File: config.mk
export PLATFORM = sky130hd
export DESIGN_NAME = pmu_ovf_irq_top
export DESIGN_NICKNAME = d
export VERILOG_FILES = /design/src/rtl/pmu_ovf_pkg.sv /design/src/rtl/pmu_ovf_wr_decode.sv /design/src/rtl/pmu_ovf_sticky_reg.sv /design/src/rtl/pmu_ovf_enable_map.sv /design/src/rtl/pmu_ovf_irq_reduce.sv /design/src/rtl/pmu_ovf_irq_top.sv
export SDC_FILE = /design/constraint.sdc
export NUM_CORES = 1
export LEC_CHECK = 0
export BUFFER_PORTS_ARGS = -buffer_cell sky130_fd_sc_hd__buf_2
export CORE_ASPECT_RATIO = 0.8
export CORE_MARGIN = 3
export CORE_UTILIZATION = 33
export DETAILED_ROUTE_END_ITERATION = 10
export PLACE_DENSITY = 0.81
export SETUP_SLACK_MARGIN = 0.3
export SLEW_MARGIN = 20
export SYNTH_ARGS = -nofsm -noshare
export SYNTH_HDL_FRONTEND = slang
export SYNTH_SLANG_ARGS = --single-unit
File: constraint.sdc
create_clock -name clk -period 1.55 [get_ports clk]
set_input_delay 0.155 -clock clk [delete_from_list [all_inputs] [get_ports clk]]
set_output_delay 0.155 -clock clk [all_outputs]
set_load 0.01 [all_outputs]
File: src/rtl/pmu_ovf_pkg.sv
// Shared definitions for the overflow interrupt combiner.
// Assumes a 32-bit counter map with the cycle counter at bit 31.
package pmu_ovf_pkg;

    localparam int unsigned MAP_W    = 32;
    localparam int unsigned CCNT_BIT = 31;

    // Register view selected by a write
    typedef enum logic [1:0] {
        SEL_OVF_SET = 2'd0,
        SEL_OVF_CLR = 2'd1,
        SEL_IEN_SET = 2'd2,
        SEL_IEN_CLR = 2'd3
    } reg_sel_e;

    // Mask of implemented bits: indices below n_cnt plus the cycle counter
    function automatic logic [MAP_W-1:0] impl_mask(input int unsigned n_cnt);
        logic [MAP_W-1:0] m;
        m = '0;
        for (int unsigned i = 0; i < CCNT_BIT; i++) begin
            if (i < n_cnt) m[i] = 1'b1;
        end
        m[CCNT_BIT] = 1'b1;
        return m;
    endfunction

endpackage

File: src/rtl/pmu_ovf_wr_decode.sv
// Decodes the register-write port into per-register set and clear vectors.
// Assumes writes are single-cycle strobes. Unimplemented bits are masked here.
module pmu_ovf_wr_decode
    import pmu_ovf_pkg::*;
#(
    parameter int unsigned NUM_CNT = 6,
    localparam logic [MAP_W-1:0] MASK = impl_mask(NUM_CNT)
) (
    input  logic             wr_en,
    input  logic [1:0]       wr_sel,
    input  logic [MAP_W-1:0] wr_data,
    output logic [MAP_W-1:0] ovf_set_sw,
    output logic [MAP_W-1:0] ovf_clr_sw,
    output logic [MAP_W-1:0] ien_set_sw,
    output logic [MAP_W-1:0] ien_clr_sw
);

    logic [MAP_W-1:0] data_m;

    // Drop writes to bits that are not implemented
    always_comb data_m = wr_data & MASK;

    // Steer the masked data to the selected view
    always_comb begin
        ovf_set_sw = '0;
        ovf_clr_sw = '0;
        ien_set_sw = '0;
        ien_clr_sw = '0;
        if (wr_en) begin
            unique case (reg_sel_e'(wr_sel))
                SEL_OVF_SET: ovf_set_sw = data_m;
                SEL_OVF_CLR: ovf_clr_sw = data_m;
                SEL_IEN_SET: ien_set_sw = data_m;
                SEL_IEN_CLR: ien_clr_sw = data_m;
                default:     ovf_set_sw = '0;
            endcase
        end
    end

endmodule

File: src/rtl/pmu_ovf_sticky_reg.sv
// Bit-wise sticky register with set and clear inputs where set wins.
// Assumes set and clear are already masked to implemented bits.
module pmu_ovf_sticky_reg #(
    parameter int unsigned WIDTH = 32
) (
    input  logic             clk,
    input  logic             rst_n,
    input  logic [WIDTH-1:0] set_i,
    input  logic [WIDTH-1:0] clr_i,
    output logic [WIDTH-1:0] q
);

    // Hold, clear, then set, so that a set in the same cycle is never lost
    always_ff @(posedge clk) begin
        if (!rst_n) q <= '0;
        else        q <= (q & ~clr_i) | set_i;
    end

endmodule

File: src/rtl/pmu_ovf_enable_map.sv
// Builds the effective enable for each counter index from the partition controls.
// Assumes part_bound is compared unsigned against the counter index.
module pmu_ovf_enable_map
    import pmu_ovf_pkg::*;
#(
    parameter int unsigned NUM_CNT = 6
) (
    input  logic             glb_en,
    input  logic             hyp_en,
    input  logic             hyp_present,
    input  logic [4:0]       part_bound,
    output logic [MAP_W-1:0] eff_en
);

    genvar gi;
    generate
        for (gi = 0; gi < CCNT_BIT; gi++) begin : g_evt
            if (gi < NUM_CNT) begin : g_impl
                localparam logic [4:0] IDX = 5'(gi);
                // Choose the partition enable for this event counter
                always_comb eff_en[gi] = (!hyp_present || (IDX < part_bound)) ? glb_en : hyp_en;
            end else begin : g_absent
                // Index not implemented: never enabled
                always_comb eff_en[gi] = 1'b0;
            end
        end
    endgenerate

    // The cycle counter always follows the main enable
    always_comb eff_en[CCNT_BIT] = glb_en;

endmodule

File: src/rtl/pmu_ovf_irq_reduce.sv
// ANDs status, interrupt-enable and effective enable per bit, ORs them, and registers the result.
// Assumes all inputs are synchronous to clk.
module pmu_ovf_irq_reduce #(
    parameter int unsigned WIDTH = 32
) (
    input  logic             clk,
    input  logic             rst_n,
    input  logic [WIDTH-1:0] status,
    input  logic [WIDTH-1:0] ien,
    input  logic [WIDTH-1:0] eff_en,
    output logic             irq_q,
    output logic             xtrig_q
);

    logic [WIDTH-1:0] contrib;
    logic             any_hit;

    // Per-counter contribution
    always_comb contrib = status & ien & eff_en;

    // Combined request level
    always_comb any_hit = |contrib;

    // Register the request and the cross-trigger level
    always_ff @(posedge clk) begin
        if (!rst_n) begin
            irq_q   <= 1'b0;
            xtrig_q <= 1'b0;
        end else begin
            irq_q   <= any_hit;
            xtrig_q <= any_hit;
        end
    end

endmodule

File: src/rtl/pmu_ovf_irq_top.sv
// Overflow interrupt combiner top: write decode, status and enable registers,
// the partition enable map and the registered request.
// Assumes overflow pulses are one cycle wide and synchronous to clk.
module pmu_ovf_irq_top
    import pmu_ovf_pkg::*;
#(
    parameter int unsigned NUM_CNT = 6,
    localparam logic [MAP_W-1:0] MASK = impl_mask(NUM_CNT)
) (
    input  logic        clk,
    input  logic        rst_n,
    input  logic        glb_en,
    input  logic        hyp_en,
    input  logic        hyp_present,
    input  logic [4:0]  part_bound,
    input  logic [31:0] ovf_pulse,
    input  logic        wr_en,
    input  logic [1:0]  wr_sel,
    input  logic [31:0] wr_data,
    output logic [31:0] ovf_status,
    output logic [31:0] int_en,
    output logic        irq,
    output logic        xtrig_evt
);

    logic [MAP_W-1:0] ovf_set_sw, ovf_clr_sw, ien_set_sw, ien_clr_sw;
    logic [MAP_W-1:0] ovf_set_all;
    logic [MAP_W-1:0] eff_en;

    pmu_ovf_wr_decode #(.NUM_CNT(NUM_CNT)) dec_i (
        .wr_en      (wr_en),
        .wr_sel     (wr_sel),
        .wr_data    (wr_data),
        .ovf_set_sw (ovf_set_sw),
        .ovf_clr_sw (ovf_clr_sw),
        .ien_set_sw (ien_set_sw),
        .ien_clr_sw (ien_clr_sw)
    );

    // Merge hardware pulses on implemented bits with software sets
    always_comb ovf_set_all = (ovf_pulse & MASK) | ovf_set_sw;

    pmu_ovf_sticky_reg #(.WIDTH(MAP_W)) ovf_reg_i (
        .clk   (clk),
        .rst_n (rst_n),
        .set_i (ovf_set_all),
        .clr_i (ovf_clr_sw),
        .q     (ovf_status)
    );

    pmu_ovf_sticky_reg #(.WIDTH(MAP_W)) ien_reg_i (
        .clk   (clk),
        .rst_n (rst_n),
        .set_i (ien_set_sw),
        .clr_i (ien_clr_sw),
        .q     (int_en)
    );

    pmu_ovf_enable_map #(.NUM_CNT(NUM_CNT)) map_i (
        .glb_en      (glb_en),
        .hyp_en      (hyp_en),
        .hyp_present (hyp_present),
        .part_bound  (part_bound),
        .eff_en      (eff_en)
    );

    pmu_ovf_irq_reduce #(.WIDTH(MAP_W)) red_i (
        .clk     (clk),
        .rst_n   (rst_n),
        .status  (ovf_status),
        .ien     (int_en),
        .eff_en  (eff_en),
        .irq_q   (irq),
        .xtrig_q (xtrig_evt)
    );

endmodule

==> summary.md, run 1 <==
| Metric | Value |
|---|---|
| I/O Buffers | 42 |
| Max-Cap Viols | 0 |
| Hold/Removal Path Class | in2reg |
| Fill cells | 354 |
| Worst Setup Slack, final | a little over 0.3 ns |
| Die width | approximately 73 um |
| Final Setup Violations | 0 |
| Most common cell after layout, fill and taps aside | conb_1 |
| Crit Path Max Fanout | 3 |
| Post-Synthesis Cells | roughly 160 |
| Max Used Layer | met4 |
| Critical Path AT | around 1.4 ns |
| Clk buf depth | 2 |
| R2R depth | 4 |
| Synth Area per Inst | 7.330 um^2 |
| Starting Density | 0.3636 |
| Slowest cell delay on critical path | between 0.5 and 0.6 ns |
| Status | complete, no violations |
| Detail Route Antenna Nets | 0 |
| Worst-path clk slew | about 0.06 ns |
| DR WL met3 | ~240 um |
| DRT iter0 DRCs | 55 |
| Seq cells post-synth | 15 |
| Power density cells | about 750 nW/um^2 |
| Final hold vios | 0 |
| Setup TNS | 0 ns |
| Peak supply drop | about 520 uV |
| Synth unique cells | 22 |
| Placer Congestion | between 0.8 and 0.9 |
| Crit-path cells | buf_2 -> or4b_4 -> nor2_4 -> o221ai_2 -> and3_1 -> o31a_1 |
| TritonRoute pass-1 iters | 4 |
| GRT Util Overall | 0.1158 |
| Post-detailed-route wirelength per cell | around 11 um |
| Post-CTS setup buffers | 0 |
| Worst Path Required | 1.69 ns |
| DIE HEIGHT | roughly 60 um |
| Core ar. | approximately 3300 um^2 |
| Min Tclk post-route | 1.243 ns |
| Design area | roughly 1300 um^2 |
| YS warnings | 0 |
| Die Area | roughly 4400 um^2 |
| WL met1 | roughly 1200 um |
| N_diodes | 0 |
| Worst setup SP type | input port |
| Post-place setup slack | around 0.061 ns |
| Most frequent cells in the layout | conb_1 (50), buf_2 (42), nand2_1 (17) |
| Via count | 1,023 |
| Detailed-route wire length | ~2700 um |
| Initial antenna violation count | 0 |
| GR Overflow Total | 0 |
| Crit path kind | in2reg |
| Final worst path period share | 0.8021 |
| First-pass GRT wire length | between 3000 and 4000 um |
| Met2 Wirelength | around 1300 um |
| Worst path slowest cell | or4b_4 |
| Fin. max-slew vios | 0 |
| Cell area after placement | between 1000 and 1500 um^2 |
| Number of global-route vias before repair | roughly 810 |
| Largest net degree at the start of global routing | 16 |
| H-tree depth | 1 |
| Vias per cell | approximately 4.2 |
| Hold path cells | 2 |
| Root buffer cell | clkbuf_8 |
| Boundary Pins | 143 |
| Unrepaired setup endpoints after global routing | true |
| Layout cell share with drive strength beyond 1 | 0.2426 |
| Row cnt | 18 |
| Crit path capture type | flip-flop |
| # clock sinks | 15 |
| CTS tree | built |
| Final core utilization | 0.3946 |
| Number of CTS-inserted buffers | 3 |
| Post-route DRC | 0 |
| Fmax | 804.3 MHz |
| Final Skew | between 0.002 and 0.003 ns |
| Netlist Area Pre-Place | approximately 1200 um^2 |
| Worst skew pair latency | 0.25 ns |
| Layout area overhead | 8.536% |
| LEAKAGE | 0.6729 nW |
| Detailed placement HPWL | approximately 2200 um |
| Final net count | between 200 and 300 |
| Register area share after synthesis | 0.2529 |
| Total chip power | ~0.00097 W |
-- registers in the layout, summed over array words and instances, names as in the netlist --
name         cells
ien_reg_i.q      7
ovf_reg_i.q      7
red_i.irq_q      1
-- cells in the mapped netlist --
cell / instances / area (um^2)
nor2_2: 1 / 6.260
dfxtp_1: 15 / 300.3
o221ai_2: 1 / 15.01
clkbuf_1: 4 / 15.01
o21a_1: 7 / 52.55
o211ai_1: 3 / 22.52
or2b_1: 1 / 7.510
nor3b_1: 1 / 7.510
o31a_1: 1 / 8.760
a31oi_1: 1 / 6.260
a21oi_1: 8 / 40.04
nand3_1: 12 / 60.06
nand2_1: 17 / 63.81
and2_1: 7 / 43.79
o21ai_0: 9 / 45.04
or4b_4: 1 / 13.76
a21boi_0: 1 / 7.510
conb_1: 1 / 3.750
nand4_1: 1 / 6.260
buf_4: 51 / 382.9
and3_1: 3 / 18.77
nor2_1: 16 / 60.06
-- where the power goes --
group | total, W | internal (W) | switching (W)
Clock | 0.000322 | 0.000182 | 0.000140
Sequential | 0.000425 | 0.000407 | 0.0000181
Combinational | 0.000220 | 0.0000730 | 0.000146
Total | 0.000967 | 0.000662 | 0.000304
-- what timing repair did --
action	4_1_cts	5_1_grt
endpoints found under the setup margin	0	1
hold buffers	0	0
gates resized for setup	0	2
-- layout make-up --
type                            instances  area (um^2)  area share
Timing Repair Buffer                   42        210.2      0.1631
Tap cell                               40        50.05     0.03883
Clock buffer                            4        45.04     0.03495
Multi-Input combinational cell        141        683.2      0.5301
Sequential cell                        15        300.3      0.2330
-- critical path, delay by kind of cell --
family	cells	cell delay, ns
AOI/OAI and AO/OA	2	0.31
buffers and inverters	1	0.11
and+or+nand+nor	3	0.81
-- kinds of logic after synthesis --
kind of cell	Yosys count	synth area share
AND/OR/NAND/NOR	60	0.2424
buffers and inverters	55	0.3351
AO/OA/AOI/OAI	31	0.1665
flip-flops	15	0.2529
other	1	0.003158
-- per-layer routing --
layer / vias up / GRT usage
met3: 2 / 0.04538
met2: 47 / 0.1656
li1: 521 / -
met4: 0 / 0.02368
met1: 453 / 0.1638
met5: - / 0
-- worst paths after layout --
path / slack (ns) / start / end
min reg2reg: 0.59 / ien_reg_i.q[3] / ien_reg_i.q[3]
max reg2reg: 0.41 / ien_reg_i.q[4] / red_i.irq_q
min: 0.11 / ovf_pulse[5] / ovf_reg_i.q[5]
max: 0.31 / part_bound[4] / red_i.irq_q
-- per-stage QoR --
stage	hold slack, ns	instances
floorplan	0.2767	211
global placement	0.3636	238
detailed placement	0.3639	238
CTS	0.1095	242
global route	0.1047	242
finish	0.1107	242
Power figures use the tool's default switching activity.
==> run 2: changes to the inputs <==
- ABC_AREA: default -> 1
- CORE_UTILIZATION: 33 -> 34
- clock period: 1.55 -> 1.2 ns (I/O delays scaled with it)
==> summary.md, run 2 <==
| Metric | Value |
|---|---|
| Status | complete, no violations |
| Root buffer cell | clkbuf_8 |
| Initial antenna violation count | 0 (unchanged) |
| Worst Path Required | 1.08 ns (-0.61 ns) |
| H-tree depth | 1 (unchanged) |
| Via count | 1,114 (+8.9%) |
| Final Setup Violations | 0 (unchanged) |
| Detail Route Antenna Nets | 0 (unchanged) |
| CTS tree | built |
| N_diodes | 0 (unchanged) |
| Main area contributors after synthesis | buf_4 (31%), dfxtp_1 (24%), nand2_1 (6.6%) |
| Final hold vios | 0 (unchanged) |
| DIE HEIGHT | 60.42 um (+1.3%) |
| # clock sinks | 15 (unchanged) |
| Critical Path AT | 0.76 ns (-0.62 ns) |
| Most frequent cells after synthesis | buf_4 (52), nand2_1 (22), dfxtp_1 (15) |
| Worst skew pair latency | 0.25 ns (about the same) |
| Placer Congestion | 0.8236 (+1.6%) |
| Register area share after synthesis | 0.2386 (-0.01433) |
| Sequential power share | 0.431 (-0.009) |
| Seq cells post-synth | 15 (unchanged) |
| Post-Synthesis Cells | 178 (+9.9%) |
| Vias per cell | 4.285 (+1.4%) |
| Max-Cap Viols | 0 (unchanged) |
| Detailed placement HPWL | 2373 um (+7.5%) |
| Crit-path leading delay family | flip-flops |
| Worst r2r src | ien_reg_i.q[1] |
| Final net count | 296 (+5.7%) |
| Die width | 74.03 um (+1.3%) |
| Number of global-route vias before repair | 952 (+18%) |
| Crit-path cells | buf_2 |
| DRT iter0 DRCs | 20 (-64%) |
| Area of the multi-input gates | 683.2 um^2 (unchanged) |
| FF-to-FF End | red_i.irq_q |
| Hold path cells | 3 (+1) |
| Power density cells | 951.3 nW/um^2 (+27%) |
| Top Registers | ien_reg_i.q x7, ovf_reg_i.q x7, red_i.irq_q x1 |
| Crit path capture type | output pin |
| GR Overflow Total | 0 (unchanged) |
| GRT Util Overall | 0.1226 (+0.006812) |
| LEAKAGE | 0.7817 nW (+16%) |
| Netlist Area Pre-Place | 1259 um^2 (+6.0%) |
| Top-count cell post-synth | buf_4 |
| Peak supply drop | 601.0 uV (+15%) |
| Comb pwr share | 0.251 (+0.024) |
| Crit Path Max Fanout | 4 (+1) |
| Clock power share | 0.318 (-0.015) |
| Switching share of power | 0.3269 (+0.01201) |
| Worst-path clk slew | 0.06 ns (about the same) |
| Largest net degree at the start of global routing | 14 (-2) |
| Seq. cell area | 310.3 um^2 (+3.3%) |
| Min Tclk post-route | a little under 0.9 ns |
| Number of CTS-inserted buffers | 3 (unchanged) |
| Boundary Pins | 143 (unchanged) |
| Setup TNS | 0 ns (unchanged) |
| YS warnings | 0 (unchanged) |
| TritonRoute pass-1 iters | 4 (unchanged) |
| Unrepaired setup endpoints after global routing | true |
| Post-detailed-route wirelength per cell | 11.23 um (+0.22%) |
| Fin Hold WS | 0.1138 ns (+0.003083 ns) |
| R2R depth | 6 (+2) |
| Worst path slowest cell | dfxtp_2 |
| Stages on the worst setup path | 1 (-5) |
| Synth Area per Inst | 7.071 um^2 (-3.5%) |
| Synth Flop Type | dfxtp_1 |
| Synth unique cells | 21 (-4.5%) |
| Clk buf depth | 2 (unchanged) |
| Area leader, netlist | buf_4 |
| Crit path buffers/inverters | 1 (unchanged) |
| Row cnt | 19 (+1) |
| Crit path capture | int_en[0] |
| Asr flop ratio synth | 0 (unchanged) |
| Slowest cell delay on critical path | 0.37 ns (-0.19 ns) |
| Core ar. | 3495 um^2 (+7.0%) |
| Final Skew | 0.0004736 ns (-0.002299 ns) |
| Final worst path period share | 0.7300 |
| Crit path from | ien_reg_i.q[0] |
| First-pass GRT wire length | 4160 um (+7.5%) |
| Post-route DRC | 0 (unchanged) |
| Post-synth top area share | 0.3101 (-0.01231) |
| Fin. max-slew vios | 0 (unchanged) |
| I/O Buffers | 42 (unchanged) |
| Most frequent cells in the layout | conb_1 (50), buf_2 (42), nand2_1 (21) |
| Post-synth EDFFs | 0 (unchanged) |
| NetSw | 0.0004234 W (+39%) |
| Post-CTS setup buffers | 0 (unchanged) |
| Die Area | 4473 um^2 (+2.6%) |
| Fill cells | 379 (+7.1%) |
| Crit path kind | reg2out |
| Worst setup SP type | flip-flop |
| Most common cell after layout, fill and taps aside | conb_1 |
| Layout area overhead | 8.151% |
| Layout cell share with drive strength beyond 1 | 0.3028 (+0.06018) |
| Detailed-route wire length | 2919 um (+7.7%) |
| Fmax | ~1100 MHz |
| Starting Density | 0.3602 (-0.003416) |
| Setup slack, reg-to-reg | 0.34 ns (-0.07 ns) |
| Internal power | 0.0008717 W (+32%) |
| Hold/Removal Path Class | in2reg |
[run 2: worst min-delay path by stage]
stage	start	to	slack [ns]
2_1_floorplan	rst_n	ien_reg_i.q[0]	0.27
4_1_cts	ovf_pulse[3]	ovf_reg_i.q[3]	0.11
5_1_grt	ovf_pulse[31]	ovf_reg_i.q[31]	0.14
6_report	ovf_pulse[4]	ovf_reg_i.q[4]	0.11
3_3_place_gp	ovf_pulse[4]	ovf_reg_i.q[4]	0.37
3_5_place_dp	ovf_pulse[3]	ovf_reg_i.q[3]	0.37
[run 2: repair_timing]
action | CTS | global route
endpoints found under the setup margin | 3 | 5
hold buffers | 0 | 0
pin swaps | 0 | 1
hold endpoints to repair | 0 | 0
gates resized for setup | 4 | 6
[run 2: routing by layer]
| metal | vias to the layer above | GRT usage | part of all wire |
|---|---|---|---|
| met2 | 45 | 0.2210 | 0.49 |
| met3 | 5 | 0.03808 | 0.085 |
| met1 | 500 | 0.1423 | 0.42 |
| met4 | 0 | 0.03101 | 0.0089 |
| li1 | 564 | - | - |
| met5 | - | 0 | 0 |
[run 2: logic make-up (layout without fill, tap and decap cells)]
kind of cell | Yosys count | in the layout | share of synthesized area
and+or+nand+nor | 56 | 56 | 0.2247
AOI/OAI and AO/OA | 35 | 35 | 0.1640
DFF | 15 | 15 | 0.2386
buffers and inverters | 71 | 62 | 0.3698
other | 1 | 50 | 0.002979
[run 2: through the flow]
stage | cell area, um^2 | total power (W) | util | setup WS (ns) | cells
CTS | 1353 | 0.001299 | 0.3870 | 0.2719 | 260
floorplan | 1443 | 0.0008940 | - | 0.3351 | 227
detailed placement | 1300 | 0.0008845 | 0.3720 | 0.1940 | 256
finish | 1361 | 0.001295 | 0.3895 | 0.3240 | 260
global placement | 1300 | 0.0008767 | 0.3720 | 0.2186 | 256
global route | 1361 | 0.001369 | 0.3895 | 0.2599 | 260
[run 2: area by class of cell]
cell class / count / share of cell area
Sequential cell: 15 / 0.2279
Tap cell: 42 / 0.03860
Clock buffer: 4 / 0.03309
Timing Repair Buffer: 42 / 0.1544
Multi-Input combinational cell: 141 / 0.5018
Inverter: 16 / 0.04412
[run 2: power by group through the flow]
stage / sequential, W / clock [W] / combinational (W)
6_report: 0.000558 / 0.000411 / 0.000325
5_1_grt: 0.000563 / 0.000441 / 0.000365
4_1_cts: 0.000556 / 0.000422 / 0.000321
3_5_place_dp: 0.000565 / 0 / 0.000319
3_3_place_gp: 0.000565 / 0 / 0.000312
2_1_floorplan: 0.000577 / 0 / 0.000317
==> run 3: changes to the inputs <==
- clock period: 1.2 -> 0.9 ns (I/O delays scaled with it)
==> summary.md, run 3 (same netlist as run 2, synthesis figures left out) <==
| Metric | Value |
|---|---|
| Status | complete, no violations |
| Initial antenna violation count | 0 (unchanged) |
| Fin Hold WS | 0.09881 ns (-0.01501 ns) |
| Layout cell share with drive strength beyond 1 | 0.3773 (+0.07452) |
| Worst Path Required | 1.08 ns (about the same) |
| Hold path cells | 3 (unchanged) |
| Row cnt | 19 (unchanged) |
| Min Tclk post-route | between 0.8 and 0.9 ns |
| N_diodes | 0 (unchanged) |
| Setup slack, reg-to-reg | 0.03 ns (-0.31 ns) |
| Clock power share | 0.305 (-0.013) |
| Fill cells | 370 (-2.4%) |
| Die width | 74.03 um (unchanged) |
| Placer Congestion | 0.7869 (-4.5%) |
| DIE HEIGHT | 60.42 um (unchanged) |
| I/O Buffers | 42 (unchanged) |
| R2R depth | 6 (unchanged) |
| Post-route DRC | 0 (unchanged) |
| Worst setup SP type | flip-flop |
| Number of global-route vias before repair | 954 (+0.21%) |
| Detailed placement HPWL | 2254 um (-5.0%) |
| Hold/Removal Path Class | in2reg |
| Crit path capture type | flip-flop |
| Switching share of power | 0.3252 (-0.001711) |
| Power density cells | 1195 nW/um^2 (+26%) |
| Core ar. | 3495 um^2 (unchanged) |
| Layout area overhead | 19.78% |
| # clock sinks | 15 (unchanged) |
| Total chip power | 0.001802 W (+39%) |
| Final Setup Violations | 0 (unchanged) |
| Comb pwr share | 0.277 (+0.026) |
| Seq. cell area | 322.8 um^2 (+4.0%) |
| Internal power | 0.001216 W (+39%) |
| Top Registers | ien_reg_i.q x7, ovf_reg_i.q x7, red_i.irq_q x1 |
| Final worst path period share | 0.9636 |
| Worst r2r src | ien_reg_i.q[1] |
| Worst Setup Slack, final | 0.03278 ns (-0.2912 ns) |
| Final core utilization | 0.4314 (+0.04189) |
| Final net count | 298 (+0.68%) |
| Most common cell after layout, fill and taps aside | conb_1 |
| Crit path from | ien_reg_i.q[1] |
| Fin. max-slew vios | 0 (unchanged) |
| LEAKAGE | 0.8253 nW (+5.6%) |
| Crit Path Max Fanout | 3 (-1) |
| Crit path kind | reg2reg |
| Unrepaired setup endpoints after global routing | true |
| Post-detailed-route wirelength per cell | 10.85 um (-3.3%) |
| Setup TNS | 0 ns (unchanged) |
| Worst skew pair latency | 0.25 ns (about the same) |
| Starting Density | 0.3602 (unchanged) |
| H-tree depth | 1 (unchanged) |
| Root buffer cell | clkbuf_8 |
| TritonRoute pass-1 iters | 4 (unchanged) |
| Clk buf depth | 2 (unchanged) |
| Peak supply drop | 610.8 uV (+1.6%) |
| Final hold vios | 0 (unchanged) |
| First-pass GRT wire length | 4305 um (+3.5%) |
| Fmax | around 1200 MHz |
| GR Overflow Total | 0 (unchanged) |
| Number of CTS-inserted buffers | 3 (unchanged) |
| Critical Path AT | 1.04 ns (+0.28 ns) |
| Post-place setup slack | -0.01431 ns (-0.2083 ns) |
| Via count | 1,131 (+1.5%) |
| NetSw | 0.0005859 W (+38%) |
| Max-Cap Viols | 0 (unchanged) |
| Sequential power share | 0.419 (-0.012) |
| CTS tree | built |
| Final Skew | 0.003895 ns (+0.003421 ns) |
| Most frequent cells in the layout | conb_1 (50), buf_2 (29), nand2_1 (16) |
| Worst-path clk slew | 0.06 ns (about the same) |
| DRT iter0 DRCs | 33 (+65%) |
| Area of the multi-input gates | 720.7 um^2 (+5.5%) |
| Vias per cell | 4.317 (+0.75%) |
| Crit path capture | red_i.irq_q |
| FF-to-FF End | red_i.irq_q |
| Detail Route Antenna Nets | 0 (unchanged) |
| Die Area | 4473 um^2 (unchanged) |
| Largest net degree at the start of global routing | 12 (-2) |
| GRT Util Overall | 0.1271 (+0.004528) |
| Boundary Pins | 143 (unchanged) |
| Detailed-route wire length | 2844 um (-2.6%) |
run 3: cell type report:
class,instances,share of cell area
repair buffers,44,0.1983
well taps,42,0.03485
clock buffers,4,0.02988
flip-flops and latches,15,0.2141
inverters,16,0.04481
multi-input cells,141,0.4780
run 3: what timing repair did:
| action | in CTS | in global routing |
|---|---|---|
| buffers inserted | 0 | 0 |
| pin swaps | 12 | 6 |
| gates resized for setup | 14 | 8 |
| hold buffers | 0 | 0 |
| endpoints found under the setup margin | 26 | 31 |
| cloned | 0 | 0 |
run 3: worst min-delay path by stage:
| stage | startpoint | end | slack [ns] |
|---|---|---|---|
| 6_report | ovf_pulse[0] | ovf_reg_i.q[0] | 0.1 |
| 5_1_grt | rst_n | ien_reg_i.q[0] | 0.11 |
| 4_1_cts | ovf_pulse[31] | ovf_reg_i.q[31] | 0.09 |
| 3_5_place_dp | ovf_pulse[3] | ovf_reg_i.q[3] | 0.34 |
| 3_3_place_gp | ovf_pulse[3] | ovf_reg_i.q[3] | 0.34 |
| 2_1_floorplan | rst_n | ien_reg_i.q[0] | 0.23 |
run 3: through the flow:
stage	area [um^2]	cells
2_1_floorplan	1515	227
3_3_place_gp	1363	258
3_5_place_dp	1363	258
4_1_cts	1485	262
5_1_grt	1508	262
6_report	1508	262
run 3: worst max-delay path, cell delays in order (launching register included):
cell     delay (ns)
dfxtp_2        0.34
nand2_2        0.06
a21oi_2        0.10
nand3_1        0.08
nand2_1        0.06
nor2_1         0.04
a21oi_1        0.12
run 3: layer usage:
metal	track usage	up-vias	wire, um	share of wire
li1	-	574	-	-
met1	0.1663	489	1127	0.40
met2	0.1907	61	1326	0.47
met3	0.03477	7	322	0.11
met4	0.06977	0	67	0.024
met5	0	-	0	0
run 3: power groups by stage:
| stage | combinational, W | sequential [W] | clock [W] |
|---|---|---|---|
| after floorplan | 0.000448 | 0.000779 | 0 |
| after global placement | 0.000440 | 0.000760 | 0 |
| after detailed placement | 0.000447 | 0.000760 | 0 |
| after CTS | 0.000486 | 0.000754 | 0.000567 |
| after global routing | 0.000560 | 0.000760 | 0.000599 |
| final | 0.000498 | 0.000754 | 0.000549 |
